## config.mk

```make
export PLATFORM = sky130hd
export DESIGN_NAME = fused_seq
export DESIGN_NICKNAME = d
export VERILOG_FILES = /design/src/rtl/fused_seq.sv
export SDC_FILE = /design/constraint.sdc
export NUM_CORES = 1
export LEC_CHECK = 0
export ABC_AREA = 1
export BUFFER_PORTS_ARGS = -buffer_cell sky130_fd_sc_hd__buf_2
export CAP_MARGIN = 10
export CORE_ASPECT_RATIO = 0.5
export CORE_MARGIN = 3
export CORE_UTILIZATION = 55
export CTS_BUF_LIST = sky130_fd_sc_hd__clkbuf_8 sky130_fd_sc_hd__clkbuf_16
export CTS_CLUSTER_DIAMETER = 40
export CTS_CLUSTER_SIZE = 40
export DETAILED_ROUTE_END_ITERATION = 12
export PLACE_DENSITY = 0.81
export SYNTH_ARGS = -nofsm -noshare
export SYNTH_HDL_FRONTEND = slang
export SYNTH_SLANG_ARGS = --single-unit
```

## constraint.sdc

```tcl
create_clock -name clk -period 4.9 [get_ports clk]
set_input_delay 0.735 -clock clk [delete_from_list [all_inputs] [get_ports clk]]
set_output_delay 0.735 -clock clk [all_outputs]
set_load 0.05 [all_outputs]
```

## src/rtl/fused_seq.sv

```systemverilog
module fused_seq #(
  parameter int SLOT_W = 6,
  parameter int OPC_W  = 8,
  parameter int LBA_W  = 32,
  parameter int NLB_W  = 16
) (
  input  logic              clk,
  input  logic              rst_n,
  input  logic              fuse_en,
  input  logic [SLOT_W-1:0] q_last_slot,
  input  logic              cmd_valid,
  output logic              cmd_ready,
  input  logic [SLOT_W-1:0] cmd_slot,
  input  logic [OPC_W-1:0]  cmd_opc,
  input  logic [1:0]        cmd_fuse,
  input  logic              cmd_has_lba,
  input  logic [LBA_W-1:0]  cmd_slba,
  input  logic [NLB_W-1:0]  cmd_nlb,
  input  logic              cmd_batch_end,
  output logic              exe_valid,
  input  logic              exe_ready,
  output logic [SLOT_W-1:0] exe_slot,
  output logic [OPC_W-1:0]  exe_opc,
  output logic [LBA_W-1:0]  exe_slba,
  output logic [NLB_W-1:0]  exe_nlb,
  input  logic              exe_done,
  input  logic              exe_fail,
  output logic              cpl_valid,
  input  logic              cpl_ready,
  output logic [SLOT_W-1:0] cpl_slot,
  output logic [1:0]        cpl_status
);

  localparam logic [1:0] ST_OK = 2'd0, ST_ERR = 2'd1, ST_INV = 2'd2, ST_ABT = 2'd3;
  localparam logic [1:0] F_NORM = 2'b00, F_FIRST = 2'b01, F_SECOND = 2'b10;

  typedef enum logic [2:0] {IDLE, HOLD, ISSUE1, ISSUE2, CPL} state_t;
  state_t st;

  logic [SLOT_W-1:0] a_slot, b_slot;
  logic [OPC_W-1:0]  a_opc, b_opc;
  logic [LBA_W-1:0]  a_slba, b_slba;
  logic [NLB_W-1:0]  a_nlb, b_nlb;
  logic              a_has, a_bend;
  logic [1:0]        sta, stb;
  logic              pair, inflight, cidx;

  logic              acc, lba_ok, pair_ok;
  logic [SLOT_W-1:0] next_slot;

  assign cmd_ready = (st == IDLE) || (st == HOLD);
  assign acc       = cmd_valid && cmd_ready;
  assign next_slot = (a_slot == q_last_slot) ? '0 : a_slot + 1'b1;
  assign lba_ok    = !(a_has && cmd_has_lba) || (a_slba == cmd_slba && a_nlb == cmd_nlb);
  assign pair_ok   = (cmd_fuse == F_SECOND) && (cmd_slot == next_slot) && !a_bend && lba_ok;

  assign exe_valid = ((st == ISSUE1) || (st == ISSUE2)) && !inflight;
  assign exe_slot  = (st == ISSUE2) ? b_slot : a_slot;
  assign exe_opc   = (st == ISSUE2) ? b_opc  : a_opc;
  assign exe_slba  = (st == ISSUE2) ? b_slba : a_slba;
  assign exe_nlb   = (st == ISSUE2) ? b_nlb  : a_nlb;

  assign cpl_valid  = (st == CPL);
  assign cpl_slot   = cidx ? b_slot : a_slot;
  assign cpl_status = cidx ? stb : sta;

  always_ff @(posedge clk or negedge rst_n) begin
    if (!rst_n) begin
      st <= IDLE;
      a_slot <= '0; a_opc <= '0; a_slba <= '0; a_nlb <= '0; a_has <= 1'b0; a_bend <= 1'b0;
      b_slot <= '0; b_opc <= '0; b_slba <= '0; b_nlb <= '0;
      sta <= ST_OK; stb <= ST_OK;
      pair <= 1'b0; inflight <= 1'b0; cidx <= 1'b0;
    end else begin
      case (st)
        IDLE: if (acc) begin
          a_slot <= cmd_slot; a_opc <= cmd_opc; a_slba <= cmd_slba; a_nlb <= cmd_nlb;
          a_has <= cmd_has_lba; a_bend <= cmd_batch_end;
          pair <= 1'b0; cidx <= 1'b0;
          if (cmd_fuse == F_NORM) st <= ISSUE1;
          else if (cmd_fuse == F_FIRST && fuse_en) st <= HOLD;
          else begin sta <= ST_INV; st <= CPL; end
        end
        HOLD: if (acc) begin
          b_slot <= cmd_slot; b_opc <= cmd_opc; b_slba <= cmd_slba; b_nlb <= cmd_nlb;
          pair <= 1'b1;
          if (pair_ok) st <= ISSUE1;
          else begin sta <= ST_INV; stb <= ST_INV; st <= CPL; end
        end
        ISSUE1: begin
          if (exe_valid && exe_ready) inflight <= 1'b1;
          if (inflight && exe_done) begin
            inflight <= 1'b0;
            sta <= exe_fail ? ST_ERR : ST_OK;
            if (pair && !exe_fail) st <= ISSUE2;
            else begin
              if (pair) stb <= ST_ABT;
              st <= CPL;
            end
          end
        end
        ISSUE2: begin
          if (exe_valid && exe_ready) inflight <= 1'b1;
          if (inflight && exe_done) begin
            inflight <= 1'b0;
            stb <= exe_fail ? ST_ERR : ST_OK;
            st <= CPL;
          end
        end
        CPL: if (cpl_ready) begin
          if (!cidx && pair) cidx <= 1'b1;
          else st <= IDLE;
        end
        default: st <= IDLE;
      endcase
    end
  end

  AST_NO_INTAKE_DURING_ISSUE: assert property (@(posedge clk) disable iff (!rst_n)
    exe_valid |-> !cmd_ready);
  AST_EXE_OFFER_HELD: assert property (@(posedge clk) disable iff (!rst_n)
    exe_valid && !exe_ready |=> exe_valid && $stable(exe_slot));
  AST_SECOND_CANCELLED: assert property (@(posedge clk) disable iff (!rst_n)
    (st == ISSUE1) && pair && inflight && exe_done && exe_fail |=> !exe_valid && cpl_valid);
  AST_RESERVED_NOT_RUN: assert property (@(posedge clk) disable iff (!rst_n)
    acc && (st == IDLE) && (cmd_fuse == 2'b11) |=> cpl_valid && cpl_status == ST_INV);
  AST_CPL_HELD: assert property (@(posedge clk) disable iff (!rst_n)
    cpl_valid && !cpl_ready |=> cpl_valid && $stable(cpl_slot) && $stable(cpl_status));

endmodule

```

# Word-level counts from Yosys, hierarchy flattened
# Cells that the tools add are included.
# W data, S select, Z words.
dict set report op_classes {
  n_addsub 1
  div 0
  shifts 0
  bitwise_logic 0
  n_reduce_logical 36
  eq_ne 22
  muxes 38
  mul 0
  n_lt_le_gt_ge 0
}
# cell n
set ops {}
lappend ops {{$eq A32 B32 Y1} 1}
lappend ops {{$mux W32} 1}
lappend ops {{$mux W3} 10}
lappend ops {{$mux W2} 10}
lappend ops {{$mux W6} 3}
lappend ops {{$eq A16 B16 Y1} 1}
lappend ops {{$mux W16} 1}
lappend ops {{$ne A2 B2 Y1 const B} 8}
lappend ops {{$pmux W3 S5} 1}
lappend ops {{$reduce_and A7 Y1} 2}
lappend ops {{$eq A6 B6 Y1} 2}
lappend ops {{$logic_and A1 B1 Y1} 12}
lappend ops {{$pmux W2 S3} 2}
lappend ops {{$mux W8} 1}
lappend ops {{$ne A2 B1 Y1 const B} 4}
lappend ops {{$mux W1} 7}
lappend ops {{$add A6 B1 Y6 const B} 1}
lappend ops {{$eq A3 B2 Y1 const B} 2}
lappend ops {{$reduce_and A2 Y1} 3}
lappend ops {{$reduce_and A6 Y1} 1}
lappend ops {{$reduce_bool A2 Y1} 3}
lappend ops {{$reduce_bool A3 Y1} 2}
lappend ops {{$logic_not A1 Y1} 5}
lappend ops {{$pmux W1 S2} 2}
lappend ops {{10 further kinds} 12}
dict set report totals {
  romBits 0
  output_inout_bits 73
  memories 0
  latch_bits 0
  register_bits 136
  mem_bits_rw 0
  elab_cells 113
}

# Depth between registers and ports, before layout
# Gate-level depths: netlist of the first run.
dict set report depth {
  ltp_word 9
  depth_mapped 16
  ltp_nobuf 16
}

# Worst setup path after synthesis of the first run
# No wires, ideal clock.
dict set report synth_path {
  path_type {reg2out}
  from {register st[2]}
  to {output port exe_nlb[0]}
  setup_slack_ps 2066
  stages_incl_launch_ff 7
  path_buffers 3
  arrival_time_ps 2099
  cell_sequence {dfrtp_1 > buf_2 > nor2_2 > nand2_1 > clkbuf_1 > clkbuf_1 > a21oi_1}
}
dict set report synth_via {
  elab_chain_cells 2
}
# item line
set synth_lines {}
lappend synth_lines {{from (decl)} 38} ;# state_t st;
lappend synth_lines {{from (signal assigned)} 69} ;# st <= IDLE;
lappend synth_lines {{from (signal assigned)} 80} ;# if (cmd_fuse == F_NORM) st <= ISSUE1;
lappend synth_lines {{from (signal assigned)} 81} ;# else if (cmd_fuse == F_FIRST && fuse_en) st <= HOLD;
lappend synth_lines {{$eq A3 B2 Y1} 61} ;# assign exe_nlb = (st == ISSUE2) ? b_nlb : a_nlb;
lappend synth_lines {{$mux W16} 61}
lappend synth_lines {{to (decl)} 25} ;# output logic [NLB_W-1:0] exe_nlb,
# No other way between the ends.

# Worst setup path after layout of the first run
dict set report layout_path {
  from {register st[1]}
  to {output port exe_slba[29]}
}
dict set report layout_via {
  elab_chain_cells 2
}
# item line
set layout_lines {}
lappend layout_lines {{$eq A3 B2 Y1} 60} ;# assign exe_slba = (st == ISSUE2) ? b_slba : a_slba;
lappend layout_lines {{$mux W32} 60}
lappend layout_lines {{to (decl)} 24} ;# output logic [LBA_W-1:0] exe_slba,
# No other way between the ends.

==> impl_metrics.env, run 1 <==
export IMPL_pwr_share_clk_pct=20.1
export IMPL_grt_setup_unrepaired="no"
export IMPL_slew_viol_final=0
export IMPL_slew_limit_headroom_pct=25.0
export IMPL_cts_clk_slew_worst_paths_ns=0.06
export IMPL_cts_resized_gates=0
export IMPL_die_height_um=86.3
export IMPL_synth_area_um2=7090
export IMPL_finClkSkew_ns=0.0127
export IMPL_nets=1148
export IMPL_rows=28
export IMPL_swShare_pct=49.0
export IMPL_power_total_mw=6.55
export IMPL_setup_ws_ns=1.26
export IMPL_crit_reg2reg_launch="st[0]"
export IMPL_gp_congestion=0.881
export IMPL_syn_num_nets=1016
export IMPL_core_um2=12200
export IMPL_start_util_pct=58.1
export IMPL_pin_count=153
export IMPL_wl_um=17200
export IMPL_synth_area_top_cells="dfrtp_1, nand2_1, o21ai_0"
export IMPL_ys_seq_area_share_pct=48.0
export IMPL_tightest_slew_ns=1.12
export IMPL_synthArstFlopShare_pct=100
export IMPL_hold_violations=0
export IMPL_postCtsSetupRepairBufs=0
export IMPL_endpoint_kind="primary output"
export IMPL_fin_crit_sh_pct=74.3
export IMPL_grt_pass1_vias=6258
export IMPL_layout_min_cycle_time_ns=3.64
export IMPL_cts_root_buf="clkbuf_16"
export IMPL_grt_pass1_wl_um=29500
export IMPL_post_place_ws_ns=1.77
export IMPL_r2r_slack_ns=2.53
export IMPL_status="completed"
export IMPL_synthFlopType="dfrtp_1"
export IMPL_leakage_nw=4.57
export IMPL_die_w_um=167
export IMPL_crit_type="reg -> out"
export IMPL_hold_class="in -> async"
export IMPL_hpwl_um=11900
export IMPL_cp_max_fo=109
export IMPL_reg2reg_to="stb[0]"
export IMPL_numCtsBuffers=17
export IMPL_route_detailed_drc=0
export IMPL_area_delta_synth_final_pct=20.6
export IMPL_design_area_um2=8550
export IMPL_nFillCells=1019
export IMPL_yosysMostFrequentCell="nand2_1"
export IMPL_drtIter0Drc=471
export IMPL_grtUsageTotal_pct=25.0
export IMPL_cts_sinks=136
export IMPL_post_dp_cell_area_um2=7930
export IMPL_worst_setup_path_start_kind="flop"
export IMPL_yosysWarnings=0
export IMPL_htree_levels=4
export IMPL_synth_seq_cells=136
export IMPL_peakVddDrop_mv=0.449
export IMPL_dieArea_um2=14400
export IMPL_fmax_ghz=0.275
export IMPL_viasPerCell=5.15
export IMPL_power_internal_mw=3.34
export IMPL_crit_arrival_ns=2.90
export IMPL_p_per_area_nw_per_um2=766
export IMPL_diodes=0
export IMPL_required_ns=4.16
export IMPL_yosysUniqueCellTypes=31
export IMPL_io_buffers=152
export IMPL_tritoncts="yes"
export IMPL_firstDrtPassIters=5
export IMPL_synth_edf_count=0
export IMPL_vias=6414
export IMPL_tns_ns=0
export IMPL_final_util_pct=70.1
export IMPL_cts_hold_buffers=0
export IMPL_grt_max_degree=110
export IMPL_grt_ovfl_total=0
export IMPL_power_frac_comb_pct=49.5
export IMPL_power_frac_seq_pct=30.4
export IMPL_antenna_found_initial=1
export IMPL_setup_viol=0
export IMPL_detail_route_wl_per_cell_um=13.8
export IMPL_yosysTopAreaCellShare_pct=48.0
export IMPL_r2r_cells=7
export IMPL_synthTopCellsByCount="nand2_1, dfrtp_1, inv_1"
export IMPL_drive_above_1_share_pct=21.0
export IMPL_syn_inst=935
export IMPL_power_switching_mw=3.21
export IMPL_clock_latency_ns=0.41
export IMPL_cap_violations=0
export IMPL_cts_buffer_depth=2
export IMPL_ant_nets=0
export IMPL_syn_avg_cell_area_um2=7.58
export IMPL_synth_largest_area_cell="dfrtp_1"
worst max-delay path: stages, from the launching register on:
cell and delay (ns):
dfrtp_1 0.48, inv_1 0.11, nor2_2 0.27, nand2_4 0.62, buf_4 0.47, a21oi_1 0.19, buf_2 0.29
stage by stage:
step / hold slack, ns / std cells
floorplan: 0.439 / 935
global placement: 0.463 / 1213
finish: 0.384 / 1245
global route: 0.460 / 1245
CTS: 0.431 / 1245
detailed placement: 0.474 / 1213
power groups by stage:
stage / Combinational, mW / Clock (mW) / Sequential [mW]
after global routing: 3.56 / 1.40 / 2.06
after CTS: 3.26 / 1.34 / 1.99
after detailed placement: 3.24 / 0 / 2.00
after global placement: 3.17 / 0 / 1.97
after floorplan: 2.60 / 0 / 1.89
final: 3.24 / 1.32 / 1.99
flip-flops by register name (all words and copies together) (netlist names):
name,cells
a_slba,32
b_slba,32
a_nlb,16
b_nlb,16
a_opc,8
b_opc,8
a_slot,6
b_slot,6
st,3
sta,2
stb,2
a_bend,1
a_has,1
cidx,1
inflight,1
pair,1
area by class of cell:
class / count / area [um^2] / area share (%)
Inverter: 125 / 469 / 5.49
Tap cell: 165 / 206 / 2.42
Clock inverter: 14 / 174 / 2.03
Clock buffer: 18 / 439 / 5.14
Sequential cell: 136 / 3400 / 39.8
Multi-Input combinational cell: 632 / 3050 / 35.7
Timing Repair Buffer: 155 / 802 / 9.38
cells in the final DEF, fill, tap and decap left out, types with 2 or more instances in the layout:
master / instances
xnor2_1: 12
inv_1: 118
nand4_1: 18
o21ai_1: 8
nor2_1: 90
nand2_1: 259
buf_4: 2
clkinvlp_4: 7
clkinv_1: 2
dfrtp_1: 136
nand2_4: 3
xor2_1: 3
bufinv_16: 3
nor2_4: 3
o21ai_0: 105
mux2_1: 5
clkbuf_16: 17
buf_2: 151
inv_2: 5
nand3_2: 4
mux2_2: 17
nor2_2: 3
nor3_1: 5
nand3_1: 18
inv_6: 2
nand2_2: 3
a21oi_1: 69
how the worst max path moves through the flow:
stage | depth (start not counted) | end | slack, ns | from
2_1_floorplan | 6 | exe_nlb[0] | 2.07 | st[2]
3_3_place_gp | 6 | exe_slba[7] | 1.89 | st[1]
3_5_place_dp | 6 | exe_slba[7] | 1.77 | st[1]
4_1_cts | 6 | exe_slba[7] | 1.31 | st[1]
5_1_grt | 6 | exe_slba[29] | 1.07 | st[1]
6_report | 6 | exe_slba[29] | 1.26 | st[1]
metal layers:
layer | up-vias | track usage [%] | share of wire, % | routed length (um)
li1 | 3219 | - | - | -
met3 | 25 | 5.56 | 5.3 | 914
met4 | 2 | 6.89 | 1.4 | 247
met1 | 2994 | 33.8 | 46 | 7950
met2 | 174 | 41.8 | 47 | 8110
met5 | - | 0 | 0.075 | 13
logic make-up (layout without fill, tap and decap cells):
family,after synthesis,in the layout,synth area share (%)
adder cells (fa/ha/maj),1,1,0.177
XOR/XNOR,15,15,1.85
flip-flops,136,136,48.0
buffers and inverters,167,312,9.22
multiplexers,22,22,3.50
AO/OA/AOI/OAI,184,184,13.1
AND/OR/NAND/NOR,410,410,24.2
No activity file was read; power rests on OpenSTA's default activity.
==> inputs of run 2 (changes only) <==
==> constraint.sdc (replaced) <==
create_clock -name clk -period 3.35 [get_ports clk]
set_input_delay 0.5025 -clock clk [delete_from_list [all_inputs] [get_ports clk]]
set_output_delay 0.5025 -clock clk [all_outputs]
set_load 0.05 [all_outputs]
==> impl_metrics.env, run 2 (synthesis gave the netlist of run 1 again) <==
export IMPL_status="completed"
export IMPL_pin_count=153
export IMPL_vias=6489
export IMPL_hold_class="in -> async"
export IMPL_tritoncts="yes"
export IMPL_die_w_um=167
export IMPL_grt_ovfl_total=0
export IMPL_cpPeakStageDelay_ns=0.48
export IMPL_final_common_cell="nand2_1"
export IMPL_power_total_mw=9.81
export IMPL_numCtsBuffers=17
export IMPL_hold_violations=0
export IMPL_diodes=0
export IMPL_grt_pass1_wl_um=29600
export IMPL_grt_pass1_vias=6131
export IMPL_layout_common_cells="nand2_1, buf_2, dfrtp_1"
export IMPL_layout_min_cycle_time_ns=2.95
export IMPL_slew_limit_headroom_pct=42.8
export IMPL_nets=1153
export IMPL_cp_max_fo=60
export IMPL_grt_setup_unrepaired="no"
export IMPL_reg_top3="a_slba: 32 flops, b_slba: 32 flops"
export IMPL_design_area_um2=8630
export IMPL_cap_violations=0
export IMPL_gp_congestion=0.886
export IMPL_start_util_pct=58.1
export IMPL_post_dp_cell_area_um2=7970
export IMPL_peakVddDrop_mv=0.681
export IMPL_grtUsageTotal_pct=25.3
export IMPL_area_delta_synth_final_pct=21.8
export IMPL_p_per_area_nw_per_um2=1140
export IMPL_crit_arrival_ns=2.45
export IMPL_top_layer="met4"
export IMPL_wl_met2_um=8490
export IMPL_required_ns=2.85
export IMPL_setup_viol=0
export IMPL_route_detailed_drc=0
export IMPL_cts_sinks=136
export IMPL_grt_max_degree=91
export IMPL_fin_crit_sh_pct=88.1
export IMPL_postCtsSetupRepairBufs=0
export IMPL_path_cells="inv_1 > nor2_2 > nand2_4 > buf_12 > a21oi_1 > buf_2"
export IMPL_drive_above_1_share_pct=21.2
export IMPL_core_um2=12200
export IMPL_htree_levels=4
export IMPL_tightest_slew_ns=0.859
export IMPL_fin_hold_ws_ns=0.0998
export IMPL_nFillCells=971
export IMPL_crit_type="reg -> out"
export IMPL_fmax_ghz=0.339
export IMPL_io_buffers=152
export IMPL_wl_um=17800
export IMPL_detail_route_wl_per_cell_um=14.3
export IMPL_rows=28
export IMPL_cts_hold_buffers=0
export IMPL_met3_wirelength_um=1150
export IMPL_hpwl_um=12500
export IMPL_critPathSlowestCell="dfrtp_1"
export IMPL_tns_ns=0
export IMPL_die_height_um=86.3
export IMPL_drtIter0Drc=576
export IMPL_clock_latency_ns=0.41
export IMPL_cts_root_buf="clkbuf_16"
export IMPL_leakage_nw=4.64
export IMPL_final_util_pct=70.8
export IMPL_worst_setup_path_start_kind="flop"
export IMPL_ant_nets=0
export IMPL_firstDrtPassIters=5
export IMPL_viasPerCell=5.20
export IMPL_slew_viol_final=0
export IMPL_dieArea_um2=14400
export IMPL_cts_resized_gates=0
export IMPL_finClkSkew_ns=0.00841
export IMPL_cts_clk_slew_worst_paths_ns=0.06
export IMPL_cts_buffer_depth=2
export IMPL_wl_met1_um=7930
export IMPL_endpoint_kind="primary output"
export IMPL_antenna_found_initial=0
[run 2: changes by cell type in the layout (fill, tap and decap cells not counted)]
cell	change
clkinvlp_4	-5
inv_1	+1
clkinv_2	+2
clkbuf_8	-1
buf_4	+5
clkinv_4	+1
bufinv_16	+3
inv_6	-2
[run 2: critical path, delay by kind of cell (launching register included)]
family                 cells  cell delay [ns]
AO/OA/AOI/OAI              1             0.18
buffers and inverters      3             0.71
flip-flops                 1             0.48
AND/OR/NAND/NOR            2             0.59
[run 2: path summary, 6_finish.rpt]
kind / startpoint / to / slack, ns / depth (start not counted)
max: st[1] / exe_slba[22] / 0.40 / 6
min: rst_n / sta[1] / 0.1 / 1
max reg2reg: st[0] / b_slba[2] / 0.99 / 6
min reg2reg: sta[1] / sta[1] / 0.48 / 2
max in group asynchronous: rst_n / a_slba[2] / 2.41 / 2
min in group clk: cmd_opc[6] / a_opc[6] / 0.32 / 3
[run 2: area by class of cell]
type	instances	area, um^2	share of cell area, %
timing repair buffer	160	840	9.73
clock buffer	17	425	4.93
clock inverter	14	231	2.68
sequential	136	3400	39.4
multi-input combinational	632	3050	35.4
inverter	125	469	5.44
tap	165	206	2.39
[run 2: per-stage QoR]
| stage | setup WS, ns | std cells |
|---|---|---|
| after floorplan | 0.749 | 935 |
| after detailed placement | 0.876 | 1218 |
| after global placement | 0.905 | 1218 |
| after global routing | 0.232 | 1249 |
| after CTS | 0.405 | 1249 |
| final | 0.398 | 1249 |
[run 2: per-layer routing]
layer  global-route usage [%]  vias to the layer above
met1                     33.6                     3013
met5                        0                        -
met3                     5.65                       27
met4                     6.74                        0
li1                         -                     3231
met2                     43.0                      218
[run 2: where the power goes]
group	internal (mW)	switching, mW
Sequential	2.42	0.512
Clock	1.39	0.719
Combinational	1.27	3.50
Total	5.07	4.73
==> inputs of run 3 (changes only) <==
--- a/config.mk
+++ b/config.mk
@@ -8,7 +8,6 @@
 export ABC_AREA = 1
 export BUFFER_PORTS_ARGS = -buffer_cell sky130_fd_sc_hd__buf_2
 export CAP_MARGIN = 10
-export CORE_ASPECT_RATIO = 0.5
 export CORE_MARGIN = 3
 export CORE_UTILIZATION = 55
 export CTS_BUF_LIST = sky130_fd_sc_hd__clkbuf_8 sky130_fd_sc_hd__clkbuf_16
@@ -16,6 +15,7 @@
 export CTS_CLUSTER_SIZE = 40
 export DETAILED_ROUTE_END_ITERATION = 12
 export PLACE_DENSITY = 0.81
+export SKIP_LAST_GASP = 1
 export SYNTH_ARGS = -nofsm -noshare
 export SYNTH_HDL_FRONTEND = slang
 export SYNTH_SLANG_ARGS = --single-unit
==> impl_metrics.env, run 3 (synthesis gave the netlist of run 1 again) <==
export IMPL_status="completed"
export IMPL_antenna_found_initial=0
export IMPL_slew_viol_final=0
export IMPL_vias=6450
export IMPL_hold_violations=0
export IMPL_cts_sinks=136
export IMPL_diodes=0
export IMPL_finClkSkew_ns=0.00635
export IMPL_grt_use_met3_pct=6.79
export IMPL_r2r_slack_ns=1.15
export IMPL_power_frac_seq_pct=30.5
export IMPL_clock_latency_ns=0.42
export IMPL_postCtsSetupRepairBufs=0
export IMPL_cpPeakStageDelay_ns=0.46
export IMPL_grt_ovfl_total=0
export IMPL_tightest_slew_ns=0.695
export IMPL_die_height_um=120
export IMPL_top_usage_layer="met2"
export IMPL_die_w_um=120
export IMPL_tritoncts="yes"
export IMPL_core_um2=12300
export IMPL_gp_congestion=0.904
export IMPL_nets=1153
export IMPL_cts_buffer_depth=2
export IMPL_final_util_pct=69.8
export IMPL_drtIter0Drc=599
export IMPL_reg_top3="a_slba: 32 flops, b_slba: 32 flops"
export IMPL_fmax_ghz=0.330
export IMPL_grt_pass1_wl_um=28600
export IMPL_cts_root_buf="clkbuf_16"
export IMPL_required_ns=2.85
export IMPL_tns_ns=0
export IMPL_slew_limit_headroom_pct=53.6
export IMPL_leakage_nw=4.64
export IMPL_dp_cells=1221
export IMPL_grtUsageTotal_pct=25.1
export IMPL_cts_resized_gates=0
export IMPL_fin_cells=1253
export IMPL_p_per_area_nw_per_um2=1110
export IMPL_critPathSlowestCell="dfrtp_1"
export IMPL_rows=40
export IMPL_power_total_mw=9.57
export IMPL_post_dp_cell_area_um2=7990
export IMPL_crit_arrival_ns=2.53
export IMPL_drive_above_1_share_pct=21.1
export IMPL_r2r_cells=5
export IMPL_final_common_cell="nand2_1"
export IMPL_grt_pass1_vias=5895
export IMPL_viasPerCell=5.15
export IMPL_path_cells="inv_1 > nor2_2 > nand2_4 > buf_4 > a21oi_1 > buf_2"
export IMPL_setup_viol=0
export IMPL_wl_um=17400
export IMPL_numCtsBuffers=17
export IMPL_crit_reg2reg_launch="st[0]"
export IMPL_path_delay_family="buffers and inverters"
export IMPL_hold_class="in -> async"
export IMPL_firstDrtPassIters=5
export IMPL_detail_route_wl_per_cell_um=13.9
export IMPL_peakVddDrop_mv=0.617
export IMPL_io_buffers=152
export IMPL_grt_util_met1_pct=34.8
export IMPL_cp_max_fo=65
export IMPL_pwr_share_clk_pct=19.9
export IMPL_hpwl_um=12200
export IMPL_fin_crit_sh_pct=90.5
export IMPL_swShare_pct=48.6
export IMPL_htree_levels=4
export IMPL_power_internal_mw=4.92
export IMPL_power_frac_comb_pct=49.6
export IMPL_endpoint_kind="primary output"
export IMPL_power_switching_mw=4.65
export IMPL_grt_max_degree=72
export IMPL_layout_common_cells="nand2_1, buf_2, dfrtp_1"
export IMPL_path_buf_inv=3
export IMPL_area_delta_synth_final_pct=21.3
export IMPL_grt_setup_unrepaired="no"
export IMPL_design_area_um2=8600
export IMPL_dieArea_um2=14300
export IMPL_ant_nets=0
export IMPL_reg2reg_to="b_opc[3]"
export IMPL_grtUsageMet2_pct=38.3
export IMPL_pin_count=153
export IMPL_worst_setup_path_start_kind="flop"
export IMPL_cts_clk_slew_worst_paths_ns=0.05
export IMPL_crit_type="reg -> out"
export IMPL_cts_hold_buffers=0
export IMPL_start_util_pct=57.6
export IMPL_cap_violations=0
export IMPL_layout_min_cycle_time_ns=3.03
export IMPL_route_detailed_drc=0
run 3: worst max-delay path by stage:
stage	slack (ns)	startpoint	depth (start not counted)	end
2_1_floorplan	0.75	st[2]	6	exe_nlb[0]
3_3_place_gp	0.87	st[2]	5	exe_nlb[12]
3_5_place_dp	0.78	st[1]	6	exe_slba[25]
4_1_cts	0.33	st[1]	6	exe_slba[25]
5_1_grt	0.1	st[1]	6	exe_opc[4]
6_report	0.32	st[1]	6	exe_slba[25]
run 3: layout make-up:
class	instances	area [um^2]
clock inverter	11	129
clock buffer	21	480
sequential	136	3400
timing repair buffer	160	852
multi-input combinational	632	3050
fill	1021	3710
inverter	125	469
tap	168	210
run 3: metal layers:
metal  vias up  wire length, um  part of all wire [%]
met4         0              338                   1.9
met3        25             1180                   6.8
li1       3226                -                     -
met2       204             8020                    46
met1      2995             7870                    45
met5         -                0                     0
run 3: power by group through the flow:
| stage | combinational [mW] | sequential, mW | clock, mW |
|---|---|---|---|
| 5_1_grt | 5.19 | 3.01 | 2.00 |
| 2_1_floorplan | 3.80 | 2.76 | 0 |
| 4_1_cts | 4.77 | 2.91 | 1.93 |
| 3_5_place_dp | 4.73 | 2.93 | 0 |
| 3_3_place_gp | 4.65 | 2.90 | 0 |
| 6_report | 4.75 | 2.92 | 1.90 |
run 3: per-stage QoR:
| step | hold WS (ns) | worst slack, ns |
|---|---|---|
| floorplan | 0.207 | 0.749 |
| global placement | 0.458 | 0.869 |
| detailed placement | 0.461 | 0.783 |
| CTS | 0.109 | 0.329 |
| global route | 0.132 | 0.0963 |
| finish | 0.0862 | 0.319 |
